### src/rtl/adcdma_pkg.sv
package adcdma_pkg;
  localparam int SEQ_W     = 4;
  localparam int LOG2_W    = 3;
  localparam int IDX_W     = 4;
  localparam int CHAN_W    = 2;
  localparam int MAX_INDEX = 8;
  localparam int PTR_W     = SEQ_W + 3;
  localparam int SLOT_W    = (1 << LOG2_W) - 1;

  typedef struct packed {
    logic              enable;
    logic              orderMode;
    logic              hiRes;
    logic [SEQ_W-1:0]  seqSet;
    logic [CHAN_W-1:0] chans;
    logic [LOG2_W-1:0] bufLog2;
  } cfg_t;

  typedef struct packed {
    logic clearAll;
    logic accept;
    logic seqDone;
  } strobe_t;
endpackage

### src/rtl/adcdma_ctrl.sv
module adcdma_ctrl
  import adcdma_pkg::*;
#(
  parameter int ADDR_W = 11
) (
  input  logic                clk,
  input  logic                rstN,
  input  logic                cfgWe,
  input  cfg_t                cfgIn,
  input  logic [ADDR_W-1:0]   cfgBaseIn,
  input  logic                irqClr,
  input  logic                resValid,
  input  logic [IDX_W-1:0]    resIndex,
  input  logic                resLast,
  output cfg_t                cfgQ,
  output logic [ADDR_W-1:0]   baseQ,
  output logic [PTR_W-1:0]    orderLimit,
  output strobe_t             strb,
  output logic                irqFlag,
  output logic                dmaReq
);
  logic [SEQ_W-1:0] seqCnt;
  logic [1:0]       chanShift;
  logic [PTR_W-1:0] setPlus;

  // channel count per sequence as a shift amount
  always_comb begin
    if (cfgQ.hiRes) chanShift = 2'd0;
    else begin
      case (cfgQ.chans)
        2'd0:    chanShift = 2'd0;
        2'd1:    chanShift = 2'd1;
        default: chanShift = 2'd2;
      endcase
    end
    setPlus    = PTR_W'(cfgQ.seqSet) + PTR_W'(1);
    orderLimit = setPlus << chanShift;
  end

  always_comb begin
    strb.clearAll = !cfgQ.enable;
    strb.accept   = cfgQ.enable && resValid && (resIndex <= IDX_W'(MAX_INDEX));
    strb.seqDone  = strb.accept && resLast && (seqCnt >= cfgQ.seqSet);
  end

  always_ff @(posedge clk) begin
    if (!rstN) begin
      cfgQ  <= '0;
      baseQ <= '0;
    end else if (cfgWe) begin
      cfgQ.enable    <= cfgIn.enable;
      cfgQ.orderMode <= cfgIn.orderMode;
      cfgQ.hiRes     <= cfgQ.enable ? cfgQ.hiRes : cfgIn.hiRes;
      cfgQ.seqSet    <= cfgIn.seqSet;
      cfgQ.chans     <= cfgIn.chans;
      cfgQ.bufLog2   <= cfgIn.bufLog2;
      baseQ          <= cfgBaseIn;
    end
  end

  always_ff @(posedge clk) begin
    if (!rstN) begin
      seqCnt  <= '0;
      irqFlag <= 1'b0;
      dmaReq  <= 1'b0;
    end else begin
      if (strb.clearAll) begin
        seqCnt <= '0;
        dmaReq <= 1'b0;
      end else begin
        dmaReq <= strb.seqDone;
        if (strb.seqDone)                  seqCnt <= '0;
        else if (strb.accept && resLast)   seqCnt <= seqCnt + SEQ_W'(1);
      end
      if (strb.seqDone)   irqFlag <= 1'b1;
      else if (irqClr)    irqFlag <= 1'b0;
    end
  end


  dmareq_irq_chk: assert property (@(posedge clk) disable iff (!rstN)
    dmaReq |-> irqFlag);


  irq_sticky_chk: assert property (@(posedge clk) disable iff (!rstN)
    (irqFlag && !irqClr) |=> irqFlag);


  hires_locked_chk: assert property (@(posedge clk) disable iff (!rstN)
    cfgQ.enable |=> $stable(cfgQ.hiRes));
endmodule

### src/rtl/adcdma_datapath.sv
module adcdma_datapath
  import adcdma_pkg::*;
#(
  parameter int ADDR_W = 11
) (
  input  logic               clk,
  input  logic               rstN,
  input  strobe_t            strb,
  input  cfg_t               cfgQ,
  input  logic [ADDR_W-1:0]  baseQ,
  input  logic [PTR_W-1:0]   orderLimit,
  input  logic [IDX_W-1:0]   resIndex,
  output logic               wrValid,
  output logic [ADDR_W-1:0]  wrAddr
);
  localparam int SLOT_CMP_W = SLOT_W + 1;

  logic [PTR_W-1:0]      orderPtr;
  logic [PTR_W-1:0]      orderNext;
  logic [SLOT_W-1:0]     slot;
  logic [SLOT_CMP_W-1:0] slotNext;
  logic [SLOT_CMP_W-1:0] bufWords;
  logic [ADDR_W-1:0]     regionOff;
  logic [ADDR_W-1:0]     scatterAddr;
  logic [ADDR_W-1:0]     orderAddr;

  always_comb begin
    orderNext   = orderPtr + PTR_W'(1);
    slotNext    = SLOT_CMP_W'(slot) + SLOT_CMP_W'(1);
    bufWords    = SLOT_CMP_W'(1) << cfgQ.bufLog2;
    regionOff   = ADDR_W'(resIndex) << cfgQ.bufLog2;
    scatterAddr = baseQ + regionOff + ADDR_W'(slot);
    orderAddr   = baseQ + ADDR_W'(orderPtr);
  end

  always_ff @(posedge clk) begin
    if (!rstN || strb.clearAll) begin
      orderPtr <= '0;
      slot     <= '0;
      wrValid  <= 1'b0;
      wrAddr   <= '0;
    end else begin
      wrValid <= strb.accept;
      if (strb.accept) begin
        if (cfgQ.orderMode) begin
          wrAddr   <= orderAddr;
          orderPtr <= (orderNext >= orderLimit) ? '0 : orderNext;
        end else begin
          wrAddr <= scatterAddr;
        end
      end
      if (strb.seqDone)
        slot <= (slotNext >= bufWords) ? '0 : SLOT_W'(slotNext);
    end
  end


  clear_state_chk: assert property (@(posedge clk) disable iff (!rstN)
    strb.clearAll |=> (orderPtr == '0 && slot == '0 && !wrValid));


  write_needs_accept_chk: assert property (@(posedge clk) disable iff (!rstN)
    wrValid |-> $past(strb.accept));
endmodule

### src/rtl/adc_dma_addr_gen.sv
module adc_dma_addr_gen
  import adcdma_pkg::*;
#(
  parameter int ADDR_W = 11
) (
  input  logic              clk,
  input  logic              rstN,
  input  logic              cfgWe,
  input  logic              cfgEnable,
  input  logic              cfgOrderMode,
  input  logic              cfgHiRes,
  input  logic [3:0]        cfgSeqPerIrq,
  input  logic [1:0]        cfgChans,
  input  logic [2:0]        cfgBufLog2,
  input  logic [ADDR_W-1:0] cfgBase,
  input  logic              irqClr,
  input  logic              resValid,
  input  logic [3:0]        resIndex,
  input  logic              resLast,
  output logic              wrValid,
  output logic [ADDR_W-1:0] wrAddr,
  output logic              dmaReq,
  output logic              irqFlag,
  output logic              hiResOut
);
  cfg_t             cfgIn;
  cfg_t             cfgQ;
  strobe_t          strb;
  logic [ADDR_W-1:0] baseQ;
  logic [PTR_W-1:0]  orderLimit;

  always_comb begin
    cfgIn.enable    = cfgEnable;
    cfgIn.orderMode = cfgOrderMode;
    cfgIn.hiRes     = cfgHiRes;
    cfgIn.seqSet    = cfgSeqPerIrq;
    cfgIn.chans     = cfgChans;
    cfgIn.bufLog2   = cfgBufLog2;
  end

  assign hiResOut = cfgQ.hiRes;

  adcdma_ctrl #(.ADDR_W(ADDR_W)) u_ctrl (
    .clk(clk), .rstN(rstN), .cfgWe(cfgWe), .cfgIn(cfgIn), .cfgBaseIn(cfgBase),
    .irqClr(irqClr), .resValid(resValid), .resIndex(resIndex), .resLast(resLast),
    .cfgQ(cfgQ), .baseQ(baseQ), .orderLimit(orderLimit), .strb(strb),
    .irqFlag(irqFlag), .dmaReq(dmaReq)
  );

  adcdma_datapath #(.ADDR_W(ADDR_W)) u_dp (
    .clk(clk), .rstN(rstN), .strb(strb), .cfgQ(cfgQ), .baseQ(baseQ),
    .orderLimit(orderLimit), .resIndex(resIndex),
    .wrValid(wrValid), .wrAddr(wrAddr)
  );
endmodule

### config.mk
export PLATFORM = sky130hd
export DESIGN_NAME = adc_dma_addr_gen
export DESIGN_NICKNAME = d
export VERILOG_FILES = /design/src/rtl/adcdma_pkg.sv /design/src/rtl/adcdma_ctrl.sv /design/src/rtl/adcdma_datapath.sv /design/src/rtl/adc_dma_addr_gen.sv
export SDC_FILE = /design/constraint.sdc
export NUM_CORES = 1
export LEC_CHECK = 0
export BUFFER_PORTS_ARGS = -buffer_cell sky130_fd_sc_hd__buf_2
export CAP_MARGIN = 40
export CORE_ASPECT_RATIO = 1.4
export CORE_UTILIZATION = 60
export CTS_BUF_LIST = sky130_fd_sc_hd__clkbuf_4 sky130_fd_sc_hd__clkbuf_8
export CTS_CLUSTER_DIAMETER = 150
export DETAILED_ROUTE_END_ITERATION = 16
export PLACE_DENSITY = 0.81
export SLEW_MARGIN = 25
export SYNTH_ARGS = -nofsm -noshare
export SYNTH_HDL_FRONTEND = slang
export SYNTH_HIERARCHICAL = 1
export SYNTH_SLANG_ARGS = --single-unit
### constraint.sdc
create_clock -name clk -period 5.6 [get_ports clk]
set_clock_uncertainty 0.2 [all_clocks]
set_input_delay 1.68 -clock clk [delete_from_list [all_inputs] [get_ports clk]]
set_output_delay 1.68 -clock clk [all_outputs]
set_load 0.1 [all_outputs]
; ---- Word level (Yosys, flattened, before mapping)
; Index checks and enable logic that the tools add are counted.
[totals]
register_bits = 55
in_bits = 33
output_inout_bits = 15
[op_classes]
add_sub_neg = 7
magnitude_cmp = 4
eq_ne = 1
shift = 3
n_mux = 7
bitwise = 2
n_reduce_logical = 13
[ops]
columns = operator, count
row1 = $add 11x7->11, 2
row2 = $mux 7, 2
row3 = $add 11x11->11, 1
row4 = $mux 11, 1
row5 = $shl 4x3->11, 1
row6 = $add 7x1->8 const B, 1
row7 = $ge 8x8->1, 1
row8 = $shl 1x3->8 const A, 1
row9 = $add 7x1->7 const B, 1
row10 = $ge 7x7->1, 1
row11 = $shl 7x2->7, 1
row12 = $reduce_and 2->1, 3
row13 = $add 4x1->5 const B, 1
row14 = $add 4x1->4 const B, 1
row15 = $ge 4x4->1, 1
row16 = $le 4x4->1 const B, 1
row17 = $logic_and 1x1->1, 4
row18 = $pmux 2 s2, 1
row19 = $reduce_or 3->1, 1
row20 = $eq 2x1->1 const B, 1
row21 = $logic_not 1->1, 2
row22 = $logic_not 2->1, 1
row23 = $mux 1, 2
row24 = $mux 2, 1
row25 = 3 further kinds, 4

; ---- Longest topological paths before layout
[depth]
ltp_word = 6
mapped_depth = 13
mapped_depth_nobuf = 12

; ---- By module
; The synthesis kept the hierarchy.
[modules_own_cells]
columns = mod, n_inst, cells_per_inst, area_each_um2, seq_area_each_um2
row1 = adcdma_datapath, 1, 342, 2782.7, 520.5
row2 = adcdma_ctrl, 1, 158, 1512.7, 580.6

; ---- Worst setup path before layout
; No wires, ideal clock.
[synth_timing]
path_type = in2reg
start = in resIndex[1]
end = reg u_dp.wrAddr[9]
setup_time_ns = 0.086
arrival_time_ns = 4.096
required_ns = 5.314
path_slack_ns = 1.218
cell_stages = 12
path_buffers = 0
cell_sequence = mux2i_1 nor2_1 a21oi_1 nor2_1 fa_1 fa_1 a21o_1 a21o_1 a211oi_1 o21bai_1 mux2i_1 a211oi_1
[synth_via]
elab_chain_len = 4
word_cells_on_any_way = 6
classes_between = add/sub: 2 / order compare: 1 / shift: 1 / mux: 1 / reduce/logical: 1
[synth_rtl]
columns = element, line
row1 = from (decl), adc_dma_addr_gen.sv:18  ; input logic [3:0] resIndex,
row2 = $shl 4x3->11, adcdma_datapath.sv:31  ; regionOff = ADDR_W'(resIndex) << cfgQ.bufLog2;
row3 = $add 11x11->11, adcdma_datapath.sv:32  ; scatterAddr = baseQ + regionOff + ADDR_W'(slot);
row4 = $add 11x7->11, adcdma_datapath.sv:32
row5 = $mux 11, adcdma_datapath.sv:45  ; if (cfgQ.orderMode) begin
row6 = to (signal assigned), adcdma_datapath.sv:46  ; wrAddr <= orderAddr;
row7 = to (signal assigned), adcdma_datapath.sv:49  ; wrAddr <= scatterAddr;
row8 = to (decl), adcdma_datapath.sv:14  ; output logic [ADDR_W-1:0] wrAddr
; Several ways; a longest one is shown, not always the timed one.
; A chain may end at the register's enable or synchronous reset.

; ---- Worst setup path in the final report
; Same ends and word-level chain as after synthesis.

==> results.toml <==
[outcome]
outcome = "complete, no violations"

[synth]
synth_edf_count = 0
synth.most_common_cell = "dfxtp_1"
synth_top_area_cell = "dfxtp_1"
synthTopCellsByArea = "dfxtp_1, ha_1, mux2i_1"
synthCells = 500
synth_ff_type = "dfxtp_1"
synth_sequential_area_ratio_pct = 25.6
syn_nets = 584
ys_types = 68
postSynthAreaPerCell_um2 = 8.59
yosysWarnings = 6
ys_ff_latch = 55
synthArstFlopShare_pct = 0
netlist.area_leader.share_pct = 25.6
netlist_area_um2 = 4300
ys_top_cells_by_count = "dfxtp_1, ha_1, nor2_1"

[drt]
wl_met1_mm = 4.06
wl_met3_um = 293
drtIter0Drc = 172
detail-route-antenna-nets = 0
routed_wl_mm = 10.0
wl_met2_mm = 5.43
dr.pass1.iters = 4
avgViaCountPerCell = 5.87
highest_layer = "met4"
drc_errors = 0
num_vias = 3696
wire_per_inst_um = 15.9

[clocking]
clock_sinks = 55
clk_pin_slew_worst_paths_ps = 100
cts_buffer_depth = 2
root_buffer = "clkbuf_8"
clock_latency_ps = 310
cts_made_buffers = 5
post-cts-setup-buffer-count = 0
hold_buffers = 0
cts_tree = "done"
ctsResizeCount = 0
h-tree-depth = 2

[placed_design]
post-dp-hpwl_mm = 7.63
place_congestion = 0.879
placed_cell_area_um2 = 4560
port_buffers = 47

[global_routing]
grt_overflow = 0
grt.total_usage_pct = 28.2
grt_pass1_vias = 3730
antenna_found_initial = 0
grt_pass1_wl_mm = 16.6
grt_start_max_net_pins = 29

[worst_setup_path]
critPathLaunchType = "input pin"
slowest_stage = "fa_1"
r2r-start = "u_ctrl/cfgQ[0]$_SDFFE_PN0P_"
worstPathArrival_ps = 4610
cp_max_fo = 4
reg2reg_slack_ps = 1750
slowest_delay_ps = 510
end_kind = "flip-flop"
cp-startpoint = "resIndex[1]"
crit_required_ps = 5630
path_class = "in2reg"
cp_top_family = "compound AO/OA/AOI/OAI gates"
critPathBufInv = 1
worstPathCellList = "buf_2, mux2i_1, nor2_1, a21oi_1, nor2_1, fa_1, fa_1, a21o_1, a21o_1, a211oi_1, o21bai_1, mux2i_1, a211oi_1"

[floorplan]
die_area_um2 = 7510
core_um2 = 6940
io_pins = 48
row_count = 36
initial_core_util_pct = 61.9
die_w_um = 73.5
die_h_um = 102

[finish]
areaGrowthSynthToFinish_pct = 8.68
fin_area_um2 = 4670
n_antenna_cell = 0
nFillCells = 618
drive_above_1_share_pct = 14.6
nets = 618

[sta]
period_needed_ps = 4570
fmax_mhz = 219
fin_tns_setup_ps = 0
drv_slew = 0
relSlewSlack_pct = 49.1
setup_violations = 0
finalCritPeriodShare_pct = 81.6
finalHoldViolCount = 0
rsz0062_at_grt = "no"
worst_hold_slack_ps = 301
tightest_slew_ps = 762

[hold_path]
hp-class = "reg2reg"
worstHoldStart = "u_dp/wrAddr[0]$_SDFFE_PP0P_"

[run]
max_cap_viol_count = 0

[power]
leakage_nw = 1.97
ir_drop_mv = 0.0928
power-per-cell-area_nw_per_um2 = 180
==> cell usage in the layout (no fill, tap or decap), drive strengths merged, types with 2 or more instances in the layout <==
| cell type | instances |
|---|---|
| dfxtp | 55 |
| buf | 49 |
| ha | 42 |
| nor2 | 38 |
| mux2i | 32 |
| a21oi | 32 |
| o21ai | 31 |
| nor2b | 30 |
| nand2 | 29 |
| nand3 | 21 |
| inv | 20 |
| nand2b | 18 |
| xnor2 | 18 |
| a211oi | 12 |
| xor2 | 9 |
| fa | 9 |
| a21o | 8 |
| nor3 | 7 |
| clkbuf | 6 |
| a31oi | 5 |
| o211ai | 5 |
| or3 | 4 |
| o21bai | 4 |
| nor3b | 3 |
| o21a | 3 |
| o2111ai | 3 |
| nor4 | 3 |
| o31a | 3 |
| and3 | 3 |
| mux2 | 3 |
| o22ai | 2 |
| nand3b | 2 |
| and2 | 2 |
| nand4 | 2 |
| a21boi | 2 |
| a221oi | 2 |
==> stage by stage <==
step	util, %	total power, W	worst slack, ps	cells
floorplan	-	0.000556	1220	500
global placement	65.7	0.000596	908	621
detailed placement	65.7	0.000602	766	621
CTS	67.1	0.000843	1090	629
global route	67.3	0.000880	839	630
finish	67.3	0.000840	1030	630
==> final cells by class <==
cell class	count	area [µm²]	area share, %
clock buffer	6	82.6	1.77
sequential	55	1100	23.6
clock inverter	2	16.3	0.348
inverter	20	75.1	1.61
multi-input combinational	403	3020	64.7
timing repair buffer	49	254	5.44
tap	95	119	2.55
==> kinds of logic after synthesis <==
group	Yosys count	synth area share (%)
and+or+nand+nor	169	21.3
AOI/OAI and AO/OA	121	18.9
DFF	55	25.6
adders and majority gates	51	16.4
buffers and inverters	42	4.05
muxes	35	8.24
xor gates and xnor gates	27	5.51
==> routing by layer <==
layer,GRT usage [%],vias up
met1,30.0,1743
met4,12.4,0
met5,0,-
met3,3.94,22
met2,54.0,74
li1,-,1857
==> state kept, by name, summed over array words and instances, names as in the netlist <==
name	count
u_dp/wrAddr	11
u_ctrl/irqFlag	1
u_dp/slot	7
u_dp/orderPtr	7
u_ctrl/dmaReq	1
u_dp/wrValid	1
u_ctrl/cfgQ	12
u_ctrl/seqCnt	4
u_ctrl/baseQ	11
==> where the power goes <==
part	switching (W)	leakage, nW	internal (W)
clock	0.000141	0.0474	0.000101
combinational	0.0000993	1.47	0.0000753
sequential	0.0000217	0.448	0.000401
total	0.000262	1.97	0.000578
==> worst reg2reg max path, stage by stage, from the launching register on <==
cell      delay [ps]
dfxtp_1          650
mux2i_1          400
nor2_1            70
a21oi_1          150
nor2_1            80
fa_1             510
fa_1             500
a21o_1           220
a21o_1           210
a211oi_1         360
o21bai_1         120
mux2i_1          140
a211oi_1         170
==> worst paths after layout <==
check / to / cells after the start
hold / removal: u_dp/wrAddr[0]$_SDFFE_PP0P_ / 2
setup / recovery: u_dp/wrAddr[9]$_SDFFE_PP0P_ / 13
hold reg to reg: u_dp/wrAddr[0]$_SDFFE_PP0P_ / 2
setup reg to reg: u_dp/wrAddr[9]$_SDFFE_PP0P_ / 12
(Power assumes the default switching activity.)
